## config.mk

```make
export PLATFORM = sky130hd
export DESIGN_NAME = convclk_select
export DESIGN_NICKNAME = d
export VERILOG_FILES = /design/src/rtl/ccs_pkg.sv /design/src/rtl/ccs_ext_detect.sv /design/src/rtl/ccs_int_osc.sv /design/src/rtl/ccs_src_mux.sv /design/src/rtl/ccs_conv_timer.sv /design/src/rtl/convclk_select.sv
export SDC_FILE = /design/constraint.sdc
export NUM_CORES = 1
export LEC_CHECK = 0
export CAP_MARGIN = 20
export CORE_MARGIN = 2
export CORE_UTILIZATION = 40
export DETAILED_ROUTE_END_ITERATION = 6
export DONT_BUFFER_PORTS = 1
export HOLD_SLACK_MARGIN = 0.12
export PLACE_DENSITY = 0.62
export SLEW_MARGIN = 40
export SYNTH_ARGS = -nofsm -noshare
export SYNTH_HDL_FRONTEND = slang
export SYNTH_SLANG_ARGS = --single-unit
```

## constraint.sdc

```tcl
create_clock -name clk -period 4.35 [get_ports clk]
set_clock_uncertainty 0.15 [all_clocks]
set_input_delay 1.305 -clock clk [delete_from_list [all_inputs] [get_ports clk]]
set_output_delay 1.305 -clock clk [all_outputs]
set_load 0.01 [all_outputs]
```

## src/rtl/ccs_pkg.sv

```systemverilog
package ccs_pkg;
  typedef enum logic {
    SRC_INT = 1'b0,
    SRC_EXT = 1'b1
  } clk_src_e;
endpackage

```

## src/rtl/ccs_ext_detect.sv

```systemverilog
module ccs_ext_detect #(
  parameter int TIMEOUT_RELOAD = 1000,
  localparam int WDW = $clog2(TIMEOUT_RELOAD + 1)
) (
  input  logic clk,
  input  logic rst,
  input  logic pin_i,
  output logic edge_o,
  output logic present_o
);
  localparam logic [WDW-1:0] WD_FULL = WDW'(TIMEOUT_RELOAD);

  logic           meta_q, sync_q, hist_q;
  logic [WDW-1:0] wd_q;

  // two-stage synchronizer plus one history stage for edge recognition
  always_ff @(posedge clk) begin
    if (rst) begin
      meta_q <= 1'b0;
      sync_q <= 1'b0;
      hist_q <= 1'b0;
    end else begin
      meta_q <= pin_i;
      sync_q <= meta_q;
      hist_q <= sync_q;
    end
  end

  assign edge_o = sync_q & ~hist_q;

  // activity watchdog: reloaded on each recognised edge
  always_ff @(posedge clk) begin
    if (rst)                 wd_q <= '0;
    else if (edge_o)         wd_q <= WD_FULL;
    else if (wd_q != '0)     wd_q <= wd_q - 1'b1;
  end

  assign present_o = (wd_q != '0);

  AST_EDGE_MAKES_PRESENT: assert property (@(posedge clk) disable iff (rst)
    edge_o |=> present_o);
  AST_ABSENT_NEEDS_QUIET: assert property (@(posedge clk) disable iff (rst)
    $fell(present_o) |-> !$past(edge_o));
endmodule

```

## src/rtl/ccs_int_osc.sv

```systemverilog
module ccs_int_osc #(
  parameter int INT_DIV = 4,
  localparam int ICW = $clog2(INT_DIV)
) (
  input  logic clk,
  input  logic rst,
  input  logic en_i,
  output logic tick_o
);
  localparam logic [ICW-1:0] DIV_LAST = ICW'(INT_DIV - 1);

  logic [ICW-1:0] div_q;

  always_ff @(posedge clk) begin
    if (rst || !en_i) begin
      div_q  <= '0;
      tick_o <= 1'b0;
    end else if (div_q == DIV_LAST) begin
      div_q  <= '0;
      tick_o <= 1'b1;
    end else begin
      div_q  <= div_q + 1'b1;
      tick_o <= 1'b0;
    end
  end

  AST_OSC_OFF_WHEN_DISABLED: assert property (@(posedge clk) disable iff (rst)
    !en_i |=> !tick_o);
  AST_OSC_SINGLE_PULSE: assert property (@(posedge clk) disable iff (rst)
    tick_o |=> !tick_o);
endmodule

```

## src/rtl/ccs_src_mux.sv

```systemverilog
module ccs_src_mux
  import ccs_pkg::*;
(
  input  logic clk,
  input  logic rst,
  input  logic ext_present_i,
  input  logic ext_edge_i,
  input  logic int_tick_i,
  output logic tick_o,
  output logic src_chg_o
);
  clk_src_e sel_q;
  clk_src_e sel_now;

  assign sel_now = ext_present_i ? SRC_EXT : SRC_INT;

  // enable changes source only on a reference-clock boundary
  always_ff @(posedge clk) begin
    if (rst) begin
      sel_q  <= SRC_INT;
      tick_o <= 1'b0;
    end else begin
      sel_q  <= sel_now;
      tick_o <= (sel_now == SRC_EXT) ? ext_edge_i : int_tick_i;
    end
  end

  assign src_chg_o = (sel_q != sel_now);

  AST_EXT_TICK_FROM_EDGE: assert property (@(posedge clk) disable iff (rst)
    (ext_present_i && ext_edge_i) |=> tick_o);
  AST_INT_TICK_FROM_OSC: assert property (@(posedge clk) disable iff (rst)
    (!ext_present_i && !int_tick_i) |=> !tick_o);
endmodule

```

## src/rtl/ccs_conv_timer.sv

```systemverilog
module ccs_conv_timer #(
  parameter int CONV_CYCLES = 20510,
  parameter int SCLK_DIV    = 8,
  localparam int CCW = $clog2(CONV_CYCLES),
  localparam int SCW = $clog2(SCLK_DIV)
) (
  input  logic clk,
  input  logic rst,
  input  logic start_i,
  input  logic tick_i,
  input  logic src_chg_i,
  output logic busy_o,
  output logic done_o,
  output logic suspect_o,
  output logic sclk_o
);
  localparam logic [CCW-1:0] CONV_LAST = CCW'(CONV_CYCLES - 1);

  logic [CCW-1:0] cnt_q;
  logic           taint_q;
  logic [SCW-1:0] sdiv_q;

  always_ff @(posedge clk) begin
    if (rst) begin
      busy_o    <= 1'b0;
      done_o    <= 1'b0;
      suspect_o <= 1'b0;
      taint_q   <= 1'b0;
      cnt_q     <= '0;
    end else begin
      done_o <= 1'b0;
      if (!busy_o) begin
        if (start_i) begin
          busy_o    <= 1'b1;
          cnt_q     <= '0;
          taint_q   <= 1'b0;
          suspect_o <= 1'b0;
        end
      end else begin
        if (src_chg_i) taint_q <= 1'b1;
        if (tick_i) begin
          if (cnt_q == CONV_LAST) begin
            busy_o    <= 1'b0;
            done_o    <= 1'b1;
            cnt_q     <= '0;
            suspect_o <= taint_q | src_chg_i;
          end else begin
            cnt_q <= cnt_q + 1'b1;
          end
        end
      end
    end
  end

  // serial clock divider, active only while idle
  always_ff @(posedge clk) begin
    if (rst || busy_o) sdiv_q <= '0;
    else if (tick_i)   sdiv_q <= sdiv_q + 1'b1;
  end

  assign sclk_o = sdiv_q[SCW-1];

  AST_DONE_ENDS_BUSY: assert property (@(posedge clk) disable iff (rst)
    done_o |-> !busy_o);
  AST_DONE_ONE_CYCLE: assert property (@(posedge clk) disable iff (rst)
    done_o |=> !done_o);
  AST_SCLK_LOW_BUSY: assert property (@(posedge clk) disable iff (rst)
    busy_o |=> !sclk_o);
  AST_START_CLEARS_FLAG: assert property (@(posedge clk) disable iff (rst)
    $rose(busy_o) |-> !suspect_o);
  AST_CHG_TAINTS: assert property (@(posedge clk) disable iff (rst)
    (busy_o && src_chg_i && !done_o) |=> (taint_q || suspect_o));
endmodule

```

## src/rtl/convclk_select.sv

```systemverilog
module convclk_select #(
  parameter int TIMEOUT_RELOAD = 1000,
  parameter int INT_DIV        = 4,
  parameter int CONV_CYCLES    = 20510,
  parameter int SCLK_DIV       = 8
) (
  input  logic clk,
  input  logic rst,
  input  logic ext_clk_pin,
  input  logic start_req,
  output logic conv_tick,
  output logic conv_busy,
  output logic conv_done,
  output logic result_suspect,
  output logic sclk
);
  logic ext_edge, ext_present, int_tick, src_chg;

  ccs_ext_detect #(.TIMEOUT_RELOAD(TIMEOUT_RELOAD)) u_det (
    .clk(clk), .rst(rst), .pin_i(ext_clk_pin),
    .edge_o(ext_edge), .present_o(ext_present)
  );

  ccs_int_osc #(.INT_DIV(INT_DIV)) u_osc (
    .clk(clk), .rst(rst), .en_i(!ext_present), .tick_o(int_tick)
  );

  ccs_src_mux u_mux (
    .clk(clk), .rst(rst), .ext_present_i(ext_present),
    .ext_edge_i(ext_edge), .int_tick_i(int_tick),
    .tick_o(conv_tick), .src_chg_o(src_chg)
  );

  ccs_conv_timer #(.CONV_CYCLES(CONV_CYCLES), .SCLK_DIV(SCLK_DIV)) u_tmr (
    .clk(clk), .rst(rst), .start_i(start_req), .tick_i(conv_tick),
    .src_chg_i(src_chg), .busy_o(conv_busy), .done_o(conv_done),
    .suspect_o(result_suspect), .sclk_o(sclk)
  );

  AST_RESET_IDLE: assert property (@(posedge clk)
    rst |=> (!conv_busy && !conv_done && !conv_tick));
endmodule

```

## After elaboration in Yosys (flattened, before gate mapping)

Index checks and enable logic that the tools add are counted.

| storage, ports and cells | value |
|---|---|
| bits in registers | 40 |
| word-level logic and storage cells | 61 |
| output and inout bits | 5 |
| bits of input ports | 4 |

| cells by class | value |
|---|---|
| add/subtract/negate cells | 4 |
| reduce and logical (&&, ||, !) cells | 11 |
| bitwise operators | 5 |
| equality and inequality tests | 6 |
| muxes and demuxes | 20 |

Operator list:

| operator | number |
|---|---|
| two-way mux 15 bit | 4 |
| two-way mux 10 bit | 2 |
| adder 15 x 1 -> 15 bit, second input constant | 1 |
| == test 15 bit, second input constant | 1 |
| two-way mux 1 bit | 14 |
| nonzero test 10 bit | 1 |
| subtractor 10 x 1 -> 10 bit, second input constant | 1 |
| != test 2 bit, second input constant | 2 |
| AND reduction 2 bit | 2 |
| nonzero test 2 bit | 2 |
| OR reduction 2 bit | 2 |
| adder 3 x 1 -> 3 bit, second input constant | 1 |
| NOT 1 bit | 3 |
| AND reduction 3 bit | 1 |
| OR reduction 3 bit | 1 |
| adder 2 x 1 -> 2 bit, second input constant | 1 |
| == test 2 bit, second input constant | 1 |
| logical OR 1 bit | 2 |
| != test 2 x 1 -> 1 bit, second input constant | 1 |
| AND 1 bit | 1 |
| != test 1 bit | 1 |
| bitwise OR 1 bit | 1 |

## Logic depth before layout (Yosys ltp)

Gate-level depths: netlist of the first run.

| depth | value |
|---|---|
| depth after elaboration | 7 |
| mapped depth | 7 |
| mapped depth without buffers | 6 |

## Cells and area by module

Synthesis of the first run repeated with hierarchy kept, for this count alone.

| second synthesis, totals | value |
|---|---|
| cells, all modules | 203 |
| area total of the unflattened synthesis | 1861.8 sq um |

By module, submodules not included:

| module | seq. area each (sq um) | cells each | area each (sq um) | times used |
|---|---|---|---|---|
| ccs_conv_timer | 440.4 | 117 | 1032.2 | 1 |
| ccs_ext_detect | 260.2 | 72 | 648.1 | 1 |
| ccs_int_osc | 60.1 | 7 | 108.9 | 1 |
| ccs_src_mux | 40.0 | 6 | 68.8 | 1 |
| convclk_select | 0.0 | 1 | 3.8 | 1 |

## Worst setup path before layout of the first run

Ideal clock, no wire load.

| path | value |
|---|---|
| kind | input port to flip-flop |
| from | input port rst |
| to | register u_tmr.cnt_q[10] |
| library setup time | 117 ps |
| data required time | 4083 ps |
| cell stages on the path | 5 |
| arrival time | 2277 ps |
| slack | 1806 ps |
| buffers on the path | 2 |
| path through | clkbuf_1 inv_1 a31oi_1 buf_2 nor2_1 |

RTL lines:

| item | RTL line | text |
|---|---|---|
| start: declaration | convclk_select.sv:8 | `input logic rst,` |
| end signal: assignment | ccs_conv_timer.sv:48 | `cnt_q <= cnt_q + 1'b1;` |
| end: declaration | ccs_conv_timer.sv:19 | `logic [CCW-1:0] cnt_q;` |

## Worst setup path after layout of the first run

| path | value |
|---|---|
| from | register u_tmr.busy_o |
| to | output port conv_busy |

RTL lines:

| item | RTL line | text |
|---|---|---|
| start: declaration | ccs_conv_timer.sv:12 | `output logic busy_o,` |
| start signal: assignment | ccs_conv_timer.sv:25 | `busy_o <= 1'b0;` |
| start signal: assignment | ccs_conv_timer.sv:34 | `busy_o <= 1'b1;` |
| start signal: assignment | ccs_conv_timer.sv:43 | `busy_o <= 1'b0;` |
| end: declaration | convclk_select.sv:12 | `output logic conv_busy,` |

No word-level cell between the ends.

==> qor.csv, run 1 <==
metric;value;unit
end_kind;output pin;
yosys-top-cells-count;dfxtp_1 (40), nor2_1 (18), xor2_1 (10), nand2_1 (9), nand3_1 (9);
hpwlAfterDp;2.29;mm
topRoutingLayerUsed;met4;
numCtsBuffers;5;
synth.top_cell.area_share;0.428;
ys_warn_count;0;
vias;1367;
cp_max_fo;10;
slew_headroom;0.587;
wl_per_cell;13.6;µm
met3_length;143;µm
worst_setup_path_start_kind;register;
drtPass1Iterations;4;
die_w;72.4;µm
drt_iter0_drc;70;
p_leak;0.000727;µW
synthesis.nets;207;
syn_inst;197;
routabilityCongestion;0.763;
fin_nets;206;
h-tree-depth;2;
max_freq;428;MHz
die_h;72.4;µm
area_growth;6.35;%
critical_path_class;reg2out;
slew_violations;0;
post-route-min-period;2340;ps
portBuffers;0;
clkSlewWorstSetupHoldPaths;80;ps
wl_met1;1.72;mm
antenna_found_initial;0;
via_per_inst;5.49;
setup_viol;0;
coreArea;0.00444;mm²
max-cap-violations;0;
ant_nets;0;
worst_pin_slew;618;ps
critPathRequiredTime;2890;ps
status;finished clean;
drt_wl_total;3.39;mm
antennaDiodeCount;0;
clockRootBuffer;clkbuf_8;
power.density;539;mW/mm²
start_util;0.421;
final.setup.tns;0;ps
dp_slack;1770;ps
finalCritPeriodShare;0.537;
track_usage;0.143;
syn_area;0.00187;mm²
grt_pass1_vias;1262;
core.rowCount;24;
final_layout_size_suffix_gt1_frac;0.102;
clock_latency;290;ps
overflow;0;
cts_hold_buffers;0;
hold_viol;0;
yosysSeqAreaShare;0.428;
clockBufferDepth;2;
grt_max_degree;29;
synth_cell_types;47;
fin_ws;2010;ps
grt_pass1_wl;5.78;mm
synth_ff_type;dfxtp_1;
syn_avg_cell_area;9.50;µm²
yosys-top-cells-area;dfxtp_1 (43%), xor2_1 (4.7%), ha_1 (4.0%), nor2_1 (3.6%), mux2i_1 (3.2%);
synth.most_common_cell;dfxtp_1;
synth.ff_latch_count;40;
rsz0062_at_grt;no;
drc;0;
io_pins;9;
async_reset_ff_frac;0;
peakVddDrop;189;µV
ctsResizeCount;0;
cts_tree;done;
post_cts_buffers;0;
wl_met2;1.47;mm
cts_sinks;40;
arrival;880;ps
synth-edff-count;0;
die_area;0.00524;mm²
hold_class;reg2reg;
synth_top_area_cell;dfxtp_1;
[flip-flops by register name, indices dropped and copies added (netlist names)]
signal	cells
u_tmr.cnt_q	15
u_det.wd_q	10
u_tmr.sdiv_q	3
u_osc.div_q	2
u_det.hist_q	1
u_det.meta_q	1
u_det.sync_q	1
u_mux.sel_q	1
u_mux.tick_o	1
u_osc.tick_o	1
u_tmr.busy_o	1
u_tmr.done_o	1
u_tmr.suspect_o	1
u_tmr.taint_q	1
[worst register-to-register path: cells and delay by family, from the launching register on]
kind	cells	cell delay (ps)
flops	1	360
simple gates	2	760
compound gates	2	770
[kinds of logic after synthesis]
kind of cell / share of synthesized area
fa+ha+maj: 0.0401
buf+inv: 0.0401
mux: 0.0381
xor+xnor: 0.0702
flops: 0.428
simple gates: 0.273
compound gates: 0.111
[where the power goes]
group	total, µW	switching [µW]	internal (µW)
Combinational	331	172	159
Clock	259	133	127
Sequential	483	68.1	415
[per-stage QoR]
step | power [µW] | hold slack [ps] | instances | area, µm² | util
finish | 1070 | 291 | 249 | 1990 | 0.448
global route | 1140 | 305 | 249 | 1990 | 0.448
CTS | 1080 | 293 | 249 | 1990 | 0.448
detailed placement | 821 | 282 | 241 | 1900 | 0.427
global placement | 818 | 268 | 241 | 1890 | 0.426
floorplan | 783 | 256 | 197 | 1870 | -
[final timing paths]
path                  startpoint         endpoint  slack, ps  cells past startpoint
setup / recovery    u_tmr.busy_o        conv_busy       2010                      0
hold / removal    u_osc.div_q[0]   u_osc.div_q[0]        290                      1
setup reg to reg  u_tmr.cnt_q[6]  u_tmr.suspect_o       2180                      4
hold reg to reg   u_osc.div_q[0]   u_osc.div_q[0]        290                      1
[per-layer routing]
| layer | GRT usage | vias to the layer above |
|---|---|---|
| met1 | 0.197 | 641 |
| met5 | 0 | - |
| li1 | - | 703 |
| met4 | 0.0556 | 0 |
| met2 | 0.199 | 19 |
| met3 | 0.0569 | 4 |
[cell type report]
cell class              count  area (µm²)
clock buffers               6        82.6
clock inverters             2        10.0
fillers                   439        2450
inverters                   8        30.0
multi-input cells         141        1000
flip-flops and latches     40         801
well taps                  52        65.1
[cell usage in the layout, fill, tap and decap left out, types with 2 or more instances in the layout]
cell type / count
dfxtp_1: 40
nor2_1: 18
xor2_1: 10
nand3_1: 9
nand2_1: 9
inv_1: 8
a21oi_1: 8
nor3_1: 8
nand4_1: 7
mux2i_1: 6
ha_1: 6
clkbuf_8: 6
nor2b_1: 5
xnor2_1: 5
and2_1: 4
or3_1: 4
a31oi_1: 4
a2111oi_2: 3
nor4_1: 3
and4_1: 2
o21ai_0: 2
nor4b_2: 2
and3_1: 2
nand2b_1: 2
o31ai_1: 2
clkinv_2: 2
Note: power is estimated with default switching activity, not from simulation.
==> run 2, diff against run 1 <==
--- a/config.mk
+++ b/config.mk
@@ -11,7 +11,7 @@
 export DETAILED_ROUTE_END_ITERATION = 6
 export DONT_BUFFER_PORTS = 1
 export HOLD_SLACK_MARGIN = 0.12
-export PLACE_DENSITY = 0.62
+export PLACE_DENSITY = 0.64
 export SLEW_MARGIN = 40
 export SYNTH_ARGS = -nofsm -noshare
 export SYNTH_HDL_FRONTEND = slang
==> constraint.sdc (replaced) <==
create_clock -name clk -period 1.9 [get_ports clk]
set_clock_uncertainty 0.15 [all_clocks]
set_input_delay 0.57 -clock clk [delete_from_list [all_inputs] [get_ports clk]]
set_output_delay 0.57 -clock clk [all_outputs]
set_load 0.01 [all_outputs]
==> run 2 against run 1 <==
Against the previous run:
- count of clock-buffer cells in the layout stayed put
- setup slack lost 1800 ps
- combinational power grew to 2.7 times the previous value
- sequential share of layout area is 2.2 points lower
- sequential cell count unchanged
- worst hold slack worse by 110 ps
- register-to-register slack worse by 2000 ps
- final area up 5.7%
- non-clock buffer count up 11
- critical path depth is 4 higher
- highest routed layer unchanged
==> qor.csv, run 2 (synthesized netlist as in run 1, its figures left out) <==
metric;value;unit;change
clkSlewWorstSetupHoldPaths;80;ps;about the same
intPower;1830;µW;was 700 µW
fin_nets;217;;was 206
worst_pin_slew;447;ps;was 618 ps
mostFrequentLayoutCell;dfxtp_1;;unchanged
clock_latency;300;ps;was 290 ps
max-cap-violations;0;;unchanged
p_leak;0.000793;µW;was 0.000727 µW
worst_setup_path_start_kind;register;;unchanged
wl_per_cell;13.2;µm;was 13.6 µm
dp_slack;109;ps;was 1770 ps
power.density;1280;mW/mm²;was 539 mW/mm²
cp_max_fo;5;;was 10
hold_class;in2reg;;was reg2reg
grt_max_degree;29;;unchanged
postPlaceCellArea;0.00197;mm²;was 0.00190 mm²
via_per_inst;5.37;;was 5.49
die_area;0.00524;mm²;unchanged
fillCellCount;415;;was 439
critical_path_class;reg2reg;;was reg2out
final.setup.tns;0;ps;unchanged
largest_register_ffs;15;;unchanged
hpwlAfterDp;2.48;mm;was 2.29 mm
setup_viol;0;;unchanged
power_frac_seq;0.397;;was 0.450
cts_hold_buffers;0;;unchanged
cts_tree;done;;unchanged
antennaDiodeCount;0;;unchanged
die_w;72.4;µm;unchanged
critPathRequiredTime;1980;ps;was 2890 ps
slew_headroom;0.701;;was 0.587
comb_power_share;0.332;;was 0.308
fin_ws;181;ps;was 2010 ps
peakVddDrop;475;µV;was 189 µV
numCtsBuffers;5;;unchanged
h-tree-depth;2;;unchanged
status;finished clean;;unchanged
end_kind;register;;was output pin
max_freq;582;MHz;
clockBufferDepth;2;;unchanged
track_usage;0.149;;was 0.143
grt_pass1_wl;6.03;mm;was 5.78 mm
core.rowCount;24;;unchanged
start_util;0.421;;unchanged
postLayoutCellArea;0.00210;mm²;was 0.00199 mm²
portBuffers;0;;unchanged
final_cell_mix;dfxtp_1 (40), nor2_1 (18), buf_4 (11), xor2_1 (10);;was dfxtp_1 (40), nor2_1 (18), xor2_1 (10), nand3_1 (9), nand2_1 (9)
largest_register;u_tmr.cnt_q;;unchanged
vias;1396;;was 1367
drt_iter0_drc;102;;was 70
routabilityCongestion;0.786;;was 0.763
drc;0;;unchanged
io_pins;9;;unchanged
overflow;0;;unchanged
die_h;72.4;µm;unchanged
p_sw_frac;0.321;;was 0.347
cts_sinks;40;;unchanged
switchingPower;865;µW;was 373 µW
finalCritPeriodShare;0.905;;
post-route-min-period;1720;ps;
grt_pass1_vias;1310;;was 1262
ant_nets;0;;unchanged
rsz0062_at_grt;no;;unchanged
arrival;1800;ps;was 880 ps
clockRootBuffer;clkbuf_8;;unchanged
pwr-share-clk;0.270;;was 0.242
area_growth;12.4;%;was 6.35%
hold_viol;0;;unchanged
antenna_found_initial;0;;unchanged
top_regs;u_tmr.cnt_q x15, u_det.wd_q x10, u_tmr.sdiv_q x3;;unchanged
drt_wl_total;3.44;mm;was 3.39 mm
coreArea;0.00444;mm²;unchanged
final_layout_size_suffix_gt1_frac;0.154;;was 0.102
drtPass1Iterations;4;;unchanged
slew_violations;0;;unchanged
==> run 2: worst paths after layout <==
check | start | to | slack (ps) | cells past startpoint
worst max register to register | u_tmr.cnt_q[7] | u_tmr.cnt_q[14] | 180 | 4
worst min register to register | u_osc.div_q[0] | u_osc.div_q[0] | 290 | 1
worst min-delay path | rst | u_det.wd_q[6] | 180 | 1
worst max-delay path | u_tmr.cnt_q[7] | u_tmr.cnt_q[14] | 180 | 4
==> run 2: per-layer routing <==
| metal | global-route usage | vias to the layer above | wire length [µm] | share of wire |
|---|---|---|---|---|
| li1 | - | 726 | - | - |
| met1 | 0.196 | 644 | 1740 | 0.50 |
| met2 | 0.220 | 19 | 1510 | 0.44 |
| met3 | 0.0486 | 7 | 146 | 0.042 |
| met4 | 0.0679 | 0 | 57 | 0.017 |
| met5 | 0 | - | 0 | 0 |
==> run 2: worst max-delay path, stage by stage (launching register included) <==
cell and delay, ps:
dfxtp_1 420, and4_1 300, nand3_1 150, or4_1 480, a21oi_1 150
==> run 2: repair_timing <==
item                                    in CTS  in global routing
resized for setup                            0                  2
buffers inserted                             0                  0
endpoints found under the setup margin       0                 13
==> run 2: final cells by class <==
cell class | instances | area [µm²] | area share
Multi-Input combinational cell | 141 | 1000 | 0.477
Sequential cell | 40 | 801 | 0.381
Clock buffer | 6 | 82.6 | 0.0393
Timing Repair Buffer | 11 | 82.6 | 0.0393
Tap cell | 52 | 65.1 | 0.0309
Clock inverter | 2 | 38.8 | 0.0184
Inverter | 8 | 30.0 | 0.0143
==> run 2: stage by stage <==
stage	hold slack, ps	cells	total power [µW]	utilization
after floorplan	256	197	1790	-
after global placement	267	252	1970	0.444
after detailed placement	284	252	1990	0.444
after CTS	168	260	2730	0.472
after global routing	162	260	2870	0.473
final	181	260	2700	0.473
==> run 2: power by group through the flow <==
stage | Combinational (µW) | Sequential (µW) | Clock [µW]
floorplan | 705 | 1090 | 0
detailed placement | 901 | 1090 | 0
CTS | 903 | 1070 | 757
global placement | 885 | 1090 | 0
global route | 996 | 1080 | 788
finish | 896 | 1070 | 728
